File: config.mk
export PLATFORM = sky130hd
export DESIGN_NAME = ea_gen
export DESIGN_NICKNAME = d
export VERILOG_FILES = /design/src/rtl/ea_gen.sv
export SDC_FILE = /design/constraint.sdc
export NUM_CORES = 1
export LEC_CHECK = 0
export BUFFER_PORTS_ARGS = -buffer_cell sky130_fd_sc_hd__buf_4
export CORE_MARGIN = 2
export CORE_UTILIZATION = 25
export DETAILED_ROUTE_END_ITERATION = 10
export GPL_ROUTABILITY_DRIVEN = 0
export PLACE_DENSITY = 0.54
export SLEW_MARGIN = 20
export SYNTH_ARGS = -nofsm -noshare
export SYNTH_HDL_FRONTEND = slang
export SYNTH_SLANG_ARGS = --single-unit
File: constraint.sdc
create_clock -name clk -period 0.8 [get_ports clk]
set_input_delay 0.12 -clock clk [delete_from_list [all_inputs] [get_ports clk]]
set_output_delay 0.12 -clock clk [all_outputs]
set_load 0.01 [all_outputs]
File: src/rtl/ea_gen.sv
module ea_gen #(
  parameter int BW = 8
) (
  input  logic            clk,
  input  logic            rst_n,
  input  logic            req_vld,
  input  logic [2:0]      req_mode,
  input  logic [1:0]      req_page,
  input  logic [BW-1:0]   op0,
  input  logic [BW-1:0]   op1,
  input  logic [2*BW-1:0] idx_x,
  input  logic [2*BW-1:0] idx_y,
  input  logic [2*BW-1:0] opnd_pc,
  input  logic [2*BW-1:0] next_pc,
  output logic            rsp_vld,
  output logic [2*BW-1:0] rsp_ea,
  output logic            rsp_has_ea
);
  localparam int AW = 2 * BW;
  localparam logic [2:0] M_IMM = 3'd1, M_DIR = 3'd2, M_EXT = 3'd3,
                         M_IDX = 3'd4, M_REL = 3'd5;

  logic [AW-1:0] base, offs, sum, idx_sel;
  logic          has_ea;

  assign idx_sel = req_page[0] ? idx_y : idx_x;
  assign has_ea  = (req_mode >= M_IMM) && (req_mode <= M_REL);

  always_comb begin
    base = '0;
    offs = '0;
    unique case (req_mode)
      M_IMM: base = opnd_pc;
      M_DIR: offs = {{BW{1'b0}}, op0};
      M_EXT: offs = {op0, op1};
      M_IDX: begin base = idx_sel; offs = {{BW{1'b0}}, op0}; end
      M_REL: begin base = next_pc; offs = {{BW{op0[BW-1]}}, op0}; end
      default: ;
    endcase
  end

  assign sum = base + offs;

  always_ff @(posedge clk or negedge rst_n) begin
    if (!rst_n) begin
      rsp_vld    <= 1'b0;
      rsp_ea     <= '0;
      rsp_has_ea <= 1'b0;
    end else begin
      rsp_vld    <= req_vld;
      rsp_has_ea <= req_vld && has_ea;
      rsp_ea     <= (req_vld && has_ea) ? sum : '0;
    end
  end


  rsp_follows_req_chk: assert property (@(posedge clk) disable iff (!rst_n)
    req_vld |=> rsp_vld);

  idle_clear_chk: assert property (@(posedge clk) disable iff (!rst_n)
    !rsp_vld |-> (rsp_ea == '0 && !rsp_has_ea));

  dir_page_zero_chk: assert property (@(posedge clk) disable iff (!rst_n)
    (req_vld && req_mode == M_DIR) |=> (rsp_ea[AW-1:BW] == '0 && rsp_ea[BW-1:0] == $past(op0)));

  ext_bytes_chk: assert property (@(posedge clk) disable iff (!rst_n)
    (req_vld && req_mode == M_EXT) |=> (rsp_ea == {$past(op0), $past(op1)}));

  imm_loc_chk: assert property (@(posedge clk) disable iff (!rst_n)
    (req_vld && req_mode == M_IMM) |=> (rsp_ea == $past(opnd_pc)));

  inh_none_chk: assert property (@(posedge clk) disable iff (!rst_n)
    (req_vld && !has_ea) |=> (rsp_vld && !rsp_has_ea && rsp_ea == '0));

  has_ea_flag_chk: assert property (@(posedge clk) disable iff (!rst_n)
    (req_vld && req_mode >= M_IMM && req_mode <= M_REL) |=> rsp_has_ea);
endmodule

==> flow_metrics.tcl, run 1 <==
set metrics [dict create \
    clkTransAtPathRegs_ps 70 \
    n_antenna_cell 0 \
    synth_edf_count 0 \
    path_cells "buf_12 > buf_4 > mux2i_1 > o21ai_1 > a22oi_1 > nor2_2 > ha_1 > a21o_1 > a21o_1 > a21o_1 > a31oi_1 > mux2i_1" \
    layout.cells.non_filler 540 \
    timing.hold.ws_ps 90.27 \
    grt_max_degree 19 \
    crit_path_top_delay_cell "ha_1" \
    grt_pass1_wl_um 12030 \
    final_antenna_net_count 0 \
    post-route-min-period_ps 2096 \
    ys_async_sr_fraction 1.000 \
    yosys.cell_types.count 48 \
    initial_core_util 0.2596 \
    critPathMaxFanout 7 \
    cp_data_required_time_ps 980 \
    crit_arrival_ps 2280 \
    swShare 0.3201 \
    yosysWarnings 0 \
    synth_flop_cell "dfrtp_1" \
    firstDrtPassIters 4 \
    max_freq_mhz 477.1 \
    design.die.area_um2 9377 \
    numCtsBuffers 3 \
    cts_htree_levels 1 \
    max-vdd-ir-drop_mv 0.5869 \
    max_stage_delay_ps 270 \
    slew_violations 0 \
    worstHoldStart "req_vld" \
    cts-root-buf "clkbuf_8" \
    critPathLaunchType "input port" \
    synthCells 273 \
    ios 106 \
    ys_ff_latch 18 \
    synthToLayoutAreaGrowth_pct 87.98 \
    setup_viol 35 \
    worstSetupEndpointType "flip-flop" \
    cts_buffer_depth 2 \
    first_iter_violations 82 \
    slew_headroom 0.8086 \
    drive_gt1_frac 0.5264 \
    avgRoutedWirePerCell_um 13.94 \
    fin_ws_ps -1296 \
    cts_tree "built" \
    fp.dieH_um 96.84 \
    power.leakage_nw 2.037 \
    worst-setup-path-type "in -> reg" \
    sequentialPowerShare 0.266 \
    syn_area_per_cell_um2 7.892 \
    synth_nets 377 \
    cts_num_sinks 18 \
    path_delay_family "compound AO/OA/AOI/OAI gates" \
    ys_seq_area_frac 0.2091 \
    syn-cell-area_um2 2155 \
    powerDensity_nw_per_um2 925.2 \
    hold_path.class "in -> reg" \
    total_power_mw 3.747 \
    grt_usage 0.1516 \
    fin_nets 540 \
    holdPathStages 2 \
    core_um2 8299 \
    drc 0 \
    num_vias 2581 \
    antenna_found_initial 0 \
    mostFrequentLayoutCells "134 x buf_4, 37 x nand2_1, 31 x buf_6, 27 x mux2i_1, 23 x nor2_1" \
    switchingPower_mw 1.200 \
    wirelength_um 7528 \
    hpwl_um 6026 \
    numPortBuffers 104 \
    grt_pass1_vias 2635 \
    comb_power_share 0.533 \
    cap_violations 0 \
    num_rows 33 \
    layout_worst_path_cycle_share 2.620 \
    overflow 0 \
    finalHoldViolCount 0 \
    violations "negative setup slack" \
    dp.cells 524 \
    via_per_inst 4.780 \
    critPathMostFrequentCell "a21o_1" \
    tightest_slew_ps 286.5 \
    power_frac_clock 0.201 \
    final_common_cell "buf_4" \
    rsz0062_at_grt "yes" \
    intPower_mw 2.547 \
    die_w_um 96.84 \
    hold_end "rsp_vld$_DFF_PN0_" \
    crit_buf_inv 2 \
    status "finished with violations" \
]
==> worst max path at each step <==
stage,startpoint,endpoint,slack [ps],cells past startpoint
5_1_grt,req_page[0],rsp_ea[12]$_DFF_PN0_,-1440,12
4_1_cts,req_page[0],rsp_ea[12]$_DFF_PN0_,-1280,12
2_1_floorplan,req_mode[0],rsp_ea[8]$_DFF_PN0_,-1480,13
3_3_place_gp,req_mode[2],rsp_ea[15]$_DFF_PN0_,-1620,10
3_5_place_dp,req_mode[2],rsp_ea[15]$_DFF_PN0_,-1620,10
6_report,req_page[0],rsp_ea[11]$_DFF_PN0_,-1300,12
==> cell type report <==
type,count,area [um^2]
repair buffers,174,1548
fillers,816,4249
clock buffers,4,55.05
inverters,3,18.77
well taps,105,131.4
multi-input cells,236,1847
flip-flops and latches,18,450.4
==> layer usage <==
layer  share of wire  track usage  wire length (um)  up-vias
met2            0.49       0.2719              3713       82
met3           0.054      0.02023               404       11
met5               0            0                 0        -
li1                -            -                 -     1328
met4           0.018      0.04550               138        0
met1            0.43       0.1882              3273     1160
==> repair_timing <==
item / 4_1_cts / 5_1_grt
endpoints found under the hold margin: 18 / 0
endpoints found under the setup margin: 35 / 35
hold buffers: 1 / 0
setup buffers: 2 / 6
pin swaps: 20 / 26
gates resized for setup: 44 / 42
cloned: 3 / 1
==> sequential cells by signal, indices dropped and copies added, names as in the netlist <==
register and count:
rsp_has_ea 1, rsp_ea 16, rsp_vld 1
==> power by group through the flow <==
| stage | registers (mW) | clock network, mW | logic (mW) |
|---|---|---|---|
| after global placement | 1.00 | 0 | 1.66 |
| final | 0.998 | 0.753 | 2.00 |
| after floorplan | 1.04 | 0 | 0.830 |
| after global routing | 1.00 | 0.801 | 2.16 |
| after detailed placement | 1.00 | 0 | 1.67 |
| after CTS | 0.998 | 0.778 | 1.86 |
==> cells in the mapped netlist (3+ instances only) <==
cell / instances / area [um^2]
or4_1: 3 / 22.52
a22oi_1: 16 / 120.1
o21ai_1: 16 / 80.08
nor2_1: 26 / 97.59
dfrtp_1: 18 / 450.4
and2_1: 3 / 18.77
xnor2_1: 4 / 35.03
o22ai_1: 3 / 18.77
ha_1: 15 / 187.7
mux2i_1: 28 / 280.3
nor2b_1: 3 / 18.77
nand3_1: 3 / 15.01
nand2_1: 41 / 153.9
nand2b_1: 4 / 25.02
o21a_1: 4 / 30.03
clkbuf_1: 6 / 22.52
a21oi_1: 8 / 40.04
a21o_1: 8 / 60.06
buf_2: 7 / 35.03
a21boi_0: 7 / 52.55
o21ai_0: 13 / 65.06
xor2_1: 4 / 35.03
==> through the flow <==
step,cell area [um^2],TNS [ps],setup slack (ps),util
floorplan,2306,-17890,-1478,-
global placement,3517,-22150,-1616,0.4238
detailed placement,3517,-22370,-1622,0.4238
CTS,3841,-18100,-1283,0.4628
global route,4050,-20690,-1439,0.4880
finish,4050,-18460,-1296,0.4880
==> cell families (layout without fill, tap and decap cells) <==
logic type                 after synthesis  in the layout  share of synthesized area
and+or+nand+nor                         93             93                     0.2003
AOI/OAI and AO/OA                       90             90                     0.2875
muxes                                   29             29                     0.1353
buffers and inverters                   19            181                    0.03891
DFF                                     18             18                     0.2091
adders and majority gates               16             16                    0.09640
xor gates and xnor gates                 8              8                    0.03252
No activity file was read; power rests on OpenSTA's default activity.
==> run 2: changes to the inputs <==
Clock period 0.8 ns to 2.7 ns, I/O delays scaled along.
==> run 2 against run 1 <==
The run now ends clean; wire length is 8.8% lower; power is 74% lower; die area stayed put; sequential power is 71% lower; non-clock buffer count is 18 lower; sequential share of layout area is 1.9 points higher; combinational power is 76% lower; critical path depth stayed put; setup slack better by 1500 ps; count of clock-buffer cells in the layout stayed put; clock power is 70% lower; critical path type unchanged; largest power group unchanged.
==> flow_metrics.tcl, run 2 (synthesis gave the netlist of run 1 again) <==
set metrics [dict create \
    via_per_inst 4.739 \
    largest_reg_flops 16 \
    cts_tree "built" \
    layout_worst_path_cycle_share 0.9404 \
    power.leakage_nw 1.823 \
    worst-setup-path-type "in -> reg" \
    grt_pass1_vias 2582 \
    first_iter_violations 77 \
    regArea_um2 450.4 \
    cp_data_required_time_ps 2880 \
    num_rows 33 \
    timing.hold.ws_ps 2.352 \
    cts-root-buf "clkbuf_8" \
    cts_htree_levels 1 \
    fin_nets 522 \
    cts_num_sinks 18 \
    critPathMostFrequentCell "mux2i_1" \
    path_cells "buf_4 > mux2i_1 > o21ai_1 > a22oi_1 > nor2_1 > ha_1 > fa_2 > a21oi_2 > o211ai_4 > a221o_1 > a21oi_1 > mux2i_1" \
    grt_max_degree 25 \
    drc 0 \
    finalSetupTns_ps 0 \
    finalHoldViolCount 0 \
    fin_ws_ps 161.0 \
    final_antenna_net_count 0 \
    clkTransAtPathRegs_ps 70 \
    critPathMaxFanout 5 \
    num-fill-cells 849 \
    n_antenna_cell 0 \
    crit_path_top_delay_cell "fa_2" \
    cap_violations 0 \
    mostFrequentLayoutCells "155 x buf_4, 41 x nand2_1, 28 x mux2i_1, 26 x nor2_1, 18 x dfrtp_1" \
    rsz0062_at_grt "no" \
    cts_resized 0 \
    grt_pass1_wl_um 11590 \
    place_ws_ps -83.20 \
    core_um2 8299 \
    wirelength_um 6862 \
    design.die.area_um2 9377 \
    post-route-min-period_ps 2539 \
    cts_buffer_depth 2 \
    final_common_cell "buf_4" \
    top_register "rsp_ea" \
    slew_headroom 0.7467 \
    numPortBuffers 104 \
    tightest_slew_ps 379.1 \
    powerDensity_nw_per_um2 286.2 \
    critPathLaunchType "input port" \
    overflow 0 \
    avgRoutedWirePerCell_um 13.15 \
    hold_path.class "in -> async" \
    ios 106 \
    worstSetupEndpointType "flip-flop" \
    max-vdd-ir-drop_mv 0.1694 \
    die_w_um 96.84 \
    crit_arrival_ps 2720 \
    grt_usage 0.1442 \
    antenna_found_initial 0 \
    slew_violations 0 \
    synthToLayoutAreaGrowth_pct 60.34 \
    firstDrtPassIters 4 \
    cts_setup_buffers 0 \
    fp.dieH_um 96.84 \
    hpwl_um 6030 \
    status "finished, final reports clean" \
    setup_viol 0 \
    final_core_util 0.4163 \
    multi_input_area_um2 1623 \
    num_vias 2474 \
    ctsHoldBuffers 0 \
    numCtsBuffers 3 \
    initial_core_util 0.2596 \
    top_regs "rsp_ea: 16 flops, rsp_has_ea: 1 flops, rsp_vld: 1 flops" \
    max_stage_delay_ps 360 \
    max_freq_mhz 393.9 \
    drive_gt1_frac 0.4149 \
]
## run 2: critical path, delay by kind of cell
kind,cells,cell delay (ps)
buffers and inverters,1,110
adder cells (fa/ha/maj),2,600
AO/OA/AOI/OAI,6,1120
multiplexers,2,400
AND/OR/NAND/NOR,1,90
## run 2: area by class of cell
class	count	area share
multi-input combinational	236	0.4698
sequential	18	0.1304
tap	105	0.03803
timing repair buffer	156	0.3426
clock buffer	4	0.01594
inverter	3	0.003260
## run 2: power by group
group	internal (mW)	leakage, nW	switching [mW]
combinational	0.258	1.55	0.215
clock	0.130	0.0288	0.0938
sequential	0.287	0.241	0.00482
total	0.675	1.82	0.314
## run 2: final timing paths
check / start / end / slack (ps)
worst max-delay path: req_page[0] / rsp_ea[12]$_DFF_PN0_ / 160
worst min-delay path: rst_n / rsp_ea[0]$_DFF_PN0_ / 2
max in group asynchronous: rst_n / rsp_ea[14]$_DFF_PN0_ / 2500
min in group clk: req_vld / rsp_vld$_DFF_PN0_ / 270
## run 2: metrics by stage
step | power [mW] | instances | instance area, um^2
after floorplan | 0.5284 | 273 | 2172
after global placement | 0.7657 | 518 | 3400
after detailed placement | 0.7722 | 518 | 3400
after CTS | 0.9999 | 522 | 3455
after global routing | 1.057 | 522 | 3455
final | 0.9885 | 522 | 3455
## run 2: layer usage
layer	vias up	wire length, um	track usage
met4	0	111	0.04009
met1	1084	3146	0.1842
li1	1288	-	-
met5	-	0	0
met3	8	343	0.01156
met2	94	3260	0.2596
==> run 3: changes to the inputs <==
Settings changed: CORE_MARGIN 2 to 1, REMOVE_ABC_BUFFERS set to 1.
==> run 3 against run 2 <==
Power fell by 3.7%; sequential share of layout area barely moved; maximum frequency grew 0.29%; count of clock-buffer cells in the layout shrank 1; combinational power up 0.8%; global-route usage is 0.95 points higher; wire length shrank 2.0%; final area hardly changed; final cell count shrank 0.57%; critical endpoint is now rsp_ea[8]$_DFF_PN0_; largest cell class unchanged; first-iteration DRC count shrank 13%.
==> flow_metrics.tcl, run 3 (synthesis gave the netlist of run 1 again) <==
set metrics [dict create \
    hold_path.class "in -> async" \
    final_antenna_net_count 0 \
    crit_arrival_ps 2670 \
    top_regs "rsp_ea: 16 flops, rsp_has_ea: 1 flops, rsp_vld: 1 flops" \
    fin_nets 520 \
    max-vdd-ir-drop_mv 0.1417 \
    slew_headroom 0.7486 \
    ios 106 \
    rsz0062_at_grt "no" \
    grt_max_degree 26 \
    grt_pass1_wl_um 11100 \
    overflow 0 \
    dp.cells 516 \
    grt_usage 0.1538 \
    setup_viol 0 \
    numPortBuffers 104 \
    worstSetupEndpointType "flip-flop" \
    cap_violations 0 \
    final_core_util 0.4182 \
    avgRoutedWirePerCell_um 12.96 \
    mostFrequentLayoutCells "152 x buf_4, 41 x nand2_1, 28 x mux2i_1, 26 x nor2_1, 18 x dfrtp_1" \
    top_register "rsp_ea" \
    first_iter_violations 67 \
    drc 0 \
    layout.cells.non_filler 519 \
    core_um2 8258 \
    grt_pass1_vias 2469 \
    finalHoldViolCount 0 \
    path_cells "buf_4 > buf_4 > nand2b_2 > o21ai_0 > ha_1 > fa_1 > a21oi_4 > o21ai_1 > a2111o_1 > a21oi_1 > nor3b_2" \
    place_area_um2 3395 \
    cts_buffer_depth 2 \
    initial_core_util 0.2609 \
    cp_data_required_time_ps 2840 \
    final_cell_area_um2 3453 \
    tightest_slew_ps 376.4 \
    post-route-min-period_ps 2532 \
    hpwl_um 5853 \
    layout_worst_path_cycle_share 0.9376 \
    clkTransAtPathRegs_ps 60 \
    total_power_mw 0.9517 \
    timing.hold.ws_ps 10.60 \
    die_w_um 94.84 \
    num_rows 33 \
    place_ws_ps -192.3 \
    n_antenna_cell 0 \
    cp-startpoint "req_mode[2]" \
    antenna_found_initial 0 \
    cts_tree "built" \
    critPathLaunchType "input port" \
    final_common_cell "buf_4" \
    power.leakage_nw 1.814 \
    wirelength_um 6725 \
    critPathMaxFanout 15 \
    cts-root-buf "clkbuf_8" \
    cts_htree_levels 1 \
    max_stage_delay_ps 440 \
    numCtsBuffers 3 \
    slew_violations 0 \
    powerDensity_nw_per_um2 275.6 \
    worstSetupEndpoint "rsp_ea[8]$_DFF_PN0_" \
    fin_ws_ps 168.4 \
    cts_num_sinks 18 \
    max_freq_mhz 395.0 \
    synthToLayoutAreaGrowth_pct 60.28 \
    crit_path_top_delay_cell "a2111o_1" \
    critPathMostFrequentCell "buf_4" \
    worst-setup-path-type "in -> reg" \
    largest_reg_flops 16 \
    num_vias 2419 \
    cts_setup_buffers 0 \
    drive_gt1_frac 0.4106 \
    design.die.area_um2 8994 \
    via_per_inst 4.661 \
    finalSetupTns_ps 0 \
    firstDrtPassIters 4 \
    fp.dieH_um 94.84 \
    status "finished, final reports clean" \
]
==> run 3: cell count changes in the layout (fill, tap and decap cells not counted) <==
cell / delta
nand2b_2: +1
fa_1: +1
a21oi_2: -2
clkbuf_8: -1
buf_12: +1
a21oi_4: +2
nand2b_1: -1
fa_2: -1
buf_4: -3
==> run 3: repair_timing <==
item	4_1_cts	5_1_grt
endpoints found under the setup margin	0	3
hold buffers	0	0
resized for setup	0	3
endpoints found under the hold margin	0	0
==> run 3: worst min path at each step <==
stage,slack [ps],cells after the start,start,end
final,10,1,rst_n,rsp_ea[0]$_DFF_PN0_
after floorplan,110,0,rst_n,rsp_ea[0]$_DFF_PN0_
after detailed placement,290,1,rst_n,rsp_ea[4]$_DFF_PN0_
after CTS,20,1,rst_n,rsp_ea[4]$_DFF_PN0_
after global placement,280,1,rst_n,rsp_ea[4]$_DFF_PN0_
after global routing,30,1,rst_n,rsp_ea[7]$_DFF_PN0_
==> run 3: worst max-delay path: cells and delay by family <==
| kind | cells | cell delay (ps) |
|---|---|---|
| buffers and inverters | 2 | 300 |
| adders and majority gates | 2 | 650 |
| AOI/OAI and AO/OA | 5 | 1040 |
| and+or+nand+nor | 2 | 260 |
==> run 3: metal layers <==
metal,vias to the layer above,track usage,wire length [um]
met5,-,0,0
met2,84,0.2674,3105
met4,0,0.02904,46
met3,4,0.02335,433
li1,1277,-,-
met1,1054,0.2009,3138
==> run 3: final cells by class <==
class                           instances  area (um^2)
Sequential cell                        18        450.4
Clock buffer                            3        41.29
Tap cell                              105        131.4
Inverter                                3        11.26
Timing Repair Buffer                  154         1181
Fill cell                             873         4805
Multi-Input combinational cell        236         1638
==> run 3: where the power goes <==
group          total [mW]  leakage [nW]  switching, mW  internal [mW]
registers           0.292         0.241        0.00447          0.287
logic               0.477          1.55          0.216          0.262
clock network       0.183        0.0216         0.0836         0.0990
total               0.952          1.81          0.304          0.648
